### config.mk
export PLATFORM = sky130hd
export DESIGN_NAME = msg_nic
export DESIGN_NICKNAME = d
export VERILOG_FILES = /design/src/rtl/msg_nic_pkg.sv /design/src/rtl/msg_nic_stage.sv /design/src/rtl/msg_nic_tx.sv /design/src/rtl/msg_nic_rx.sv /design/src/rtl/msg_nic.sv
export SDC_FILE = /design/constraint.sdc
export NUM_CORES = 2
export LEC_CHECK = 0
export BUFFER_PORTS_ARGS = -buffer_cell sky130_fd_sc_hd__buf_2
export CAP_MARGIN = 40
export CORE_ASPECT_RATIO = 0.7
export CORE_MARGIN = 3
export CORE_UTILIZATION = 58
export DETAILED_ROUTE_END_ITERATION = 12
export GPL_TIMING_DRIVEN = 0
export HOLD_SLACK_MARGIN = 0.12
export PLACE_DENSITY = 0.75
export SKIP_CTS_REPAIR_TIMING = 1
export SLEW_MARGIN = 20
export SYNTH_ARGS = -nofsm -noshare
export SYNTH_HDL_FRONTEND = slang
export SYNTH_SLANG_ARGS = --single-unit
### constraint.sdc
create_clock -name clk -period 7.2 [get_ports clk]
set_clock_uncertainty 0.05 [all_clocks]
set_input_delay 1.44 -clock clk [delete_from_list [all_inputs] [get_ports clk]]
set_output_delay 1.44 -clock clk [all_outputs]
set_load 0.01 [all_outputs]
### src/rtl/msg_nic_pkg.sv
package msg_nic_pkg;
    // Header word: length-minus-one sits at the bottom of word 0
    localparam int LEN_LSB = 0;
    // Destination field position in word 0 (carried, not decoded here)
    localparam int DEST_LSB = 24;
    localparam int DEST_W   = 8;
endpackage

### src/rtl/msg_nic_stage.sv
module msg_nic_stage #(
    parameter  int W     = 32,
    parameter  int DEPTH = 16,
    localparam int IW    = $clog2(DEPTH)
) (
    input  logic                      clk,
    input  logic                      rst_n,
    input  logic                      wr_en,
    input  logic [IW-1:0]             wr_idx,
    input  logic [W-1:0]              wr_data,
    input  logic [IW-1:0]             rd_idx,
    output logic [W-1:0]              rd_data,
    output logic [DEPTH-1:0][W-1:0]   words
);
    typedef struct packed {
        logic [DEPTH-1:0][W-1:0] words;
    } stage_t;

    stage_t s_d, s_q;

    always_comb begin
        s_d = s_q;
        if (wr_en) s_d.words[wr_idx] = wr_data;
    end

    always_ff @(posedge clk) begin
        if (!rst_n) s_q <= '0;
        else        s_q <= s_d;
    end

    assign rd_data = s_q.words[rd_idx];
    assign words   = s_q.words;
endmodule

### src/rtl/msg_nic_tx.sv
module msg_nic_tx
    import msg_nic_pkg::*;
#(
    parameter  int W     = 32,
    parameter  int DEPTH = 16,
    localparam int IW    = $clog2(DEPTH)
) (
    input  logic                      clk,
    input  logic                      rst_n,
    input  logic                      launch,
    input  logic [DEPTH-1:0][W-1:0]   stage_words,
    input  logic                      tx_ready,
    output logic                      tx_valid,
    output logic [W-1:0]              tx_data,
    output logic                      tx_head,
    output logic                      tx_tail,
    output logic                      busy
);
    typedef struct packed {
        logic                    busy;
        logic [IW-1:0]           cnt;
        logic [IW-1:0]           last;
        logic [DEPTH-1:0][W-1:0] snap;
    } tx_t;

    tx_t t_d, t_q;

    always_comb begin
        t_d = t_q;
        if (t_q.busy) begin
            if (tx_ready) begin
                if (t_q.cnt == t_q.last) t_d.busy = 1'b0;
                else                     t_d.cnt  = t_q.cnt + IW'(1);
            end
        end else if (launch) begin
            t_d.busy = 1'b1;
            t_d.cnt  = '0;
            t_d.snap = stage_words;
            t_d.last = stage_words[0][LEN_LSB +: IW];
        end
    end

    always_ff @(posedge clk) begin
        if (!rst_n) t_q <= '0;
        else        t_q <= t_d;
    end

    assign busy     = t_q.busy;
    assign tx_valid = t_q.busy;
    assign tx_data  = t_q.snap[t_q.cnt];
    assign tx_head  = t_q.busy && (t_q.cnt == '0);
    assign tx_tail  = t_q.busy && (t_q.cnt == t_q.last);
endmodule

### src/rtl/msg_nic_rx.sv
module msg_nic_rx
    import msg_nic_pkg::*;
#(
    parameter  int W      = 32,
    parameter  int MSG_W  = 16,
    parameter  int DEPTH  = 32,
    localparam int IW     = $clog2(MSG_W),
    localparam int PW     = $clog2(DEPTH),
    localparam int UW     = PW + 1
) (
    input  logic          clk,
    input  logic          rst_n,
    input  logic          rx_valid,
    output logic          rx_ready,
    input  logic [W-1:0]  rx_data,
    input  logic          rd_en,
    input  logic [IW-1:0] rd_idx,
    output logic [W-1:0]  rd_data,
    input  logic          dispose,
    output logic          msg_avail,
    output logic          rd_err
);
    typedef struct packed {
        logic [DEPTH-1:0][W-1:0] ring;
        logic [PW-1:0]           wptr;
        logic [PW-1:0]           rptr;
        logic [UW-1:0]           used;
        logic [UW-1:0]           msgs;
        logic                    mid;
        logic [IW-1:0]           rem;
        logic [W-1:0]            rd_data;
        logic                    err;
    } rx_t;

    rx_t r_d, r_q;

    logic          acc;
    logic          disp_ok;
    logic          done;
    logic [UW-1:0] head_len;

    assign rx_ready = r_q.used < UW'(DEPTH);
    assign acc      = rx_valid && rx_ready;
    assign disp_ok  = dispose && (r_q.msgs != '0);
    assign head_len = UW'(r_q.ring[r_q.rptr][LEN_LSB +: IW]) + UW'(1);

    always_comb begin
        r_d  = r_q;
        done = 1'b0;
        if (acc) begin
            r_d.ring[r_q.wptr] = rx_data;
            r_d.wptr           = r_q.wptr + PW'(1);
            if (!r_q.mid) begin
                if (rx_data[LEN_LSB +: IW] == '0) begin
                    done = 1'b1;
                end else begin
                    r_d.mid = 1'b1;
                    r_d.rem = rx_data[LEN_LSB +: IW];
                end
            end else begin
                r_d.rem = r_q.rem - IW'(1);
                if (r_q.rem == IW'(1)) begin
                    r_d.mid = 1'b0;
                    done    = 1'b1;
                end
            end
        end
        r_d.used = r_q.used + UW'(acc) - (disp_ok ? head_len : '0);
        r_d.msgs = r_q.msgs + UW'(done) - UW'(disp_ok);
        if (disp_ok) r_d.rptr = r_q.rptr + head_len[PW-1:0];
        if (rd_en) begin
            if (r_q.msgs != '0) begin
                r_d.rd_data = r_q.ring[r_q.rptr + PW'(rd_idx)];
            end else begin
                r_d.rd_data = '0;
                r_d.err     = 1'b1;
            end
        end
    end

    always_ff @(posedge clk) begin
        if (!rst_n) r_q <= '0;
        else        r_q <= r_d;
    end

    assign msg_avail = r_q.msgs != '0;
    assign rd_data   = r_q.rd_data;
    assign rd_err    = r_q.err;
endmodule

### src/rtl/msg_nic.sv
module msg_nic #(
    parameter  int W           = 32,
    parameter  int STAGE_WORDS = 16,
    parameter  int RX_WORDS    = 32,
    localparam int IW          = $clog2(STAGE_WORDS)
) (
    input  logic          clk,
    input  logic          rst_n,
    input  logic          st_wr_en,
    input  logic [IW-1:0] st_wr_idx,
    input  logic [W-1:0]  st_wr_data,
    input  logic [IW-1:0] st_rd_idx,
    output logic [W-1:0]  st_rd_data,
    input  logic          launch,
    output logic          tx_busy,
    output logic          tx_valid,
    input  logic          tx_ready,
    output logic [W-1:0]  tx_data,
    output logic          tx_head,
    output logic          tx_tail,
    input  logic          rx_valid,
    output logic          rx_ready,
    input  logic [W-1:0]  rx_data,
    input  logic          rd_en,
    input  logic [IW-1:0] rd_idx,
    output logic [W-1:0]  rd_data,
    input  logic          dispose,
    output logic          msg_avail,
    input  logic          irq_mask_set,
    input  logic          irq_mask_clr,
    output logic          irq_masked,
    output logic          irq,
    output logic          rd_empty_err
);
    logic [STAGE_WORDS-1:0][W-1:0] stage_words;

    msg_nic_stage #(.W(W), .DEPTH(STAGE_WORDS)) u_stage (
        .clk     (clk),
        .rst_n   (rst_n),
        .wr_en   (st_wr_en),
        .wr_idx  (st_wr_idx),
        .wr_data (st_wr_data),
        .rd_idx  (st_rd_idx),
        .rd_data (st_rd_data),
        .words   (stage_words)
    );

    msg_nic_tx #(.W(W), .DEPTH(STAGE_WORDS)) u_tx (
        .clk         (clk),
        .rst_n       (rst_n),
        .launch      (launch),
        .stage_words (stage_words),
        .tx_ready    (tx_ready),
        .tx_valid    (tx_valid),
        .tx_data     (tx_data),
        .tx_head     (tx_head),
        .tx_tail     (tx_tail),
        .busy        (tx_busy)
    );

    msg_nic_rx #(.W(W), .MSG_W(STAGE_WORDS), .DEPTH(RX_WORDS)) u_rx (
        .clk       (clk),
        .rst_n     (rst_n),
        .rx_valid  (rx_valid),
        .rx_ready  (rx_ready),
        .rx_data   (rx_data),
        .rd_en     (rd_en),
        .rd_idx    (rd_idx),
        .rd_data   (rd_data),
        .dispose   (dispose),
        .msg_avail (msg_avail),
        .rd_err    (rd_empty_err)
    );

    typedef struct packed {
        logic mask;
    } irq_t;

    irq_t i_d, i_q;

    always_comb begin
        i_d = i_q;
        if (irq_mask_set)      i_d.mask = 1'b1;
        else if (irq_mask_clr) i_d.mask = 1'b0;
    end

    always_ff @(posedge clk) begin
        if (!rst_n) i_q <= '0;
        else        i_q <= i_d;
    end

    assign irq_masked = i_q.mask;
    assign irq        = msg_avail && !i_q.mask;
endmodule

==> reports/summary.txt <==
OUTCOME
----------------------------------------------------------------------------
Result of the run ............................................. complete, no violations

LAYOUT
----------------------------------------------------------------------------
Fraction of final layout cells sized beyond drive strength 1 ..       12.43%
Final core occ ................................................       65.92%
Area Overhead vs Synth ........................................       12.67%
Highest-count cells in the layout ignoring fill and taps ...... 4181 x sky130_fd_sc_hd__nand2_1, 2114 x sky130_fd_sc_hd__dfxtp_1, 2058 x sky130_fd_sc_hd__a21boi_0
Leading cell type in the layout, fill and taps excluded ....... sky130_fd_sc_hd__nand2_1
Post-route standard cell area excluding fillers ...............   107800 µm²
Number of fill cells in the layout ............................        13183
Layout Nets ...................................................        11127

DRT
----------------------------------------------------------------------------
Total number of vias ..........................................        84546
1st-pass router iterations ....................................            6
Initial detailed-routing violation count ......................        13259
Average wire per cell in the routed design ....................     26.63 µm
Routed Wire Length ............................................    356500 µm
Routed via count divided by cell count ........................        6.316
Antenna-violating nets left ...................................            0
DRC violation count after routing .............................            0

CRITICAL PATH
----------------------------------------------------------------------------
Category of the worst setup path launch point .................         flop
Critical path's top delay family .............................. buffers and inverters
Worst-path cell with the longest stage delay .................. sky130_fd_sc_hd__clkbuf_2
Startpoint-to-endpoint class of the critical path .............   reg -> out
Kind of end point of the critical path ........................   output pin
Cell-by-cell listing of the critical path ..................... clkbuf_1 -> clkbuf_2 -> buf_2 -> mux4_2 -> mux4_2 -> buf_2
Buffers and inverters on the worst path .......................            4
Arr. time, crit path ..........................................      4340 ps
Required time of the critical path ............................      5710 ps
Max Fanout on Critical Path ...................................           10
Longest individual stage delay on the worst path ..............       690 ps

TIMING
----------------------------------------------------------------------------
Maximum operating frequency ...................................   0.1717 GHz
Number of hold violations in the final report .................            0
Final number of setup-violating endpoints .....................            0
Least-Margin Pin Slew .........................................      1029 ps
Final setup margin ............................................      1374 ps
Final total negative setup slack ..............................         0 ps
Max Transition Viols Final ....................................            0
Final Cycle Share .............................................       80.91%
Max transition margin .........................................       31.12%
Post-layout minimum cycle time ................................      5826 ps
RSZ-0062 raised after global routing ..........................           no

GRT
----------------------------------------------------------------------------
First-pass GRT wire length ....................................    512900 µm
Total congestion overflow after global routing ................            0
Met1 capacity usage during global routing .....................       61.67%
Pin count of the biggest net entering global routing ..........           17
Via count of the first global-routing pass ....................        78283
Met3 GRT Util .................................................       18.51%
Met2 Use GR ...................................................       51.08%
Peak-usage layer in the global routing report .................         met1
Antenna violations before repair ..............................           12
Combined global-route utilization of all metal layers .........       40.68%

CLOCK NETWORK
----------------------------------------------------------------------------
Number of CTS-inserted buffers ................................          199
H-Tree Level Count ............................................            4
Number of sinks handled by clock tree synthesis ...............         2114
Clock Tree Root ............................................... sky130_fd_sc_hd__clkbuf_16
Maximum buffer depth of the clock tree ........................            3
Clock network latency to the later pin of the worst-skew pair .       860 ps
CTS clock-pin slew for the worst setup and hold paths .........        70 ps
TritonCTS clock tree ..........................................          yes

SYNTH
----------------------------------------------------------------------------
Synthesized instance count ....................................        10497
Number of nets produced by synthesis ..........................        10622
Flops & latches, synth ........................................         2114
Area share of the largest cell type after synthesis ...........       44.23%
Share of the yosys chip area belonging to registers ...........       44.23%
Main flop type after synthesis ................................ sky130_fd_sc_hd__dfxtp_1
Count of unique library cells instantiated by Yosys ...........           56
Library cell with the largest summed area after synthesis ..... sky130_fd_sc_hd__dfxtp_1
Ranking of synthesized cells by area .......................... sky130_fd_sc_hd__dfxtp_1 44%, sky130_fd_sc_hd__nand2_1 16%, sky130_fd_sc_hd__a21boi_0 16%, sky130_fd_sc_hd__mux4_2 15%, sky130_fd_sc_hd__clkbuf_1 3.5%
Number of synthesized flops with an enable pin ................            0
Warning count from the yosys run ..............................            0
Synth Area per Inst ...........................................    9.115 µm²
Post-synthesis instance area ..................................    95680 µm²
Fraction of registers with async set or reset after synthesis .           0%

FLOORPLAN
----------------------------------------------------------------------------
Die H .........................................................     345.8 µm
Area enclosed by the die boundary .............................   170000 µm²
Row cnt .......................................................          124
Initial Util ..................................................       58.51%
Die outline width .............................................     491.5 µm
Boundary Pins .................................................          191
Core area .....................................................   163500 µm²

PLACEMENT
----------------------------------------------------------------------------
Pre-CTS worst setup slack .....................................      1528 ps
Buffers on Ports ..............................................          150
Placer Congestion .............................................        1.072
Sum of net half-perimeters after detailed placement ...........    285200 µm
Area after DPL ................................................   100700 µm²

POWER AND IR DROP
----------------------------------------------------------------------------
Static Leakage ................................................     34.82 nW
Total power density per cell area ............................. 261.1 nW/µm²
Largest vdd supply drop .......................................     237.9 µV

FLOW RUN
----------------------------------------------------------------------------
Count of maximum capacitance violations .......................            0

WORST HOLD PATH
----------------------------------------------------------------------------
Path type of the worst min-delay path .........................   reg -> reg

## tightest hold or removal path: cells and delay by family, from the launching register on
kind            cells  cell delay, ps
flops               1             310
simple gates        1              40
compound gates      1              60
## per-stage QoR
stage          power, W  std cells  hold slack (ps)
6_report        0.02815      13386            409.9
5_1_grt         0.02874      13366            429.0
4_1_cts         0.02784      13328            411.3
3_5_place_dp    0.01709      12968            403.0
3_3_place_gp    0.01681      12852            396.9
2_1_floorplan   0.01521      10497            390.2
## logic make-up after synthesis
| family | Yosys count | share of synthesized area [%] |
|---|---|---|
| muxes | 727 | 16.26 |
| DFF | 2114 | 44.23 |
| adders and majority gates | 39 | 0.5414 |
| buffers and inverters | 1071 | 4.467 |
| xor gates and xnor gates | 23 | 0.2262 |
| AOI/OAI and AO/OA | 2148 | 16.76 |
| and+or+nand+nor | 4375 | 17.51 |
## registers in the layout (all words and copies together) (netlist names)
register / flops
irq_masked: 1
u_stage.words: 512
u_tx.t_q: 516
u_rx.rd_err: 1
u_tx.busy: 1
u_rx.rd_data: 32
u_rx.r_q: 1051
## synth_stat cells, drive strengths merged, types with 32 or more instances
cell type  instances
nand2           4181
dfxtp           2114
a21boi          2058
clkbuf           894
mux4             658
buf              117
nor2              69
mux2i             67
inv               59
and2              55
ha                35
o22ai             32
## worst paths after layout
check	start	endpoint	slack [ps]	cells after the start
min reg2reg	u_tx.t_q[237]	u_tx.t_q[237]	410	2
max	u_tx.t_q[516]	tx_data[8]	1370	6
max reg2reg	u_rx.r_q[51]	u_rx.r_q[54]	2350	16
min	u_tx.t_q[237]	u_tx.t_q[237]	410	2
## routing by layer
layer | vias to the layer above | share of wire (%)
met4 | 8 | 2.9
met5 | - | 0.012
li1 | 36247 | -
met2 | 6195 | 37
met3 | 664 | 18
met1 | 41432 | 41
## power by group
| part | switching [W] | leakage (nW) | internal (W) | total [W] |
|---|---|---|---|---|
| Clock | 0.00474 | 3.32 | 0.00631 | 0.0111 |
| Combinational | 0.00334 | 14.5 | 0.00179 | 0.00513 |
| Sequential | 0.000114 | 17.0 | 0.0119 | 0.0120 |
## cell type report
cell class,count,area [µm²],share of cell area (%)
plain buffers,1011,4075,3.780
clock buffers,305,6028,5.592
well taps,2205,2759,2.559
diodes,20,50.05,0.04642
inverters,60,225.2,0.2089
flip-flops and latches,2114,42320,39.26
clock inverters,55,690.7,0.6407
repair buffers,304,2525,2.342
multi-input cells,7312,49130,45.57
Power figures use the tool's default switching activity.
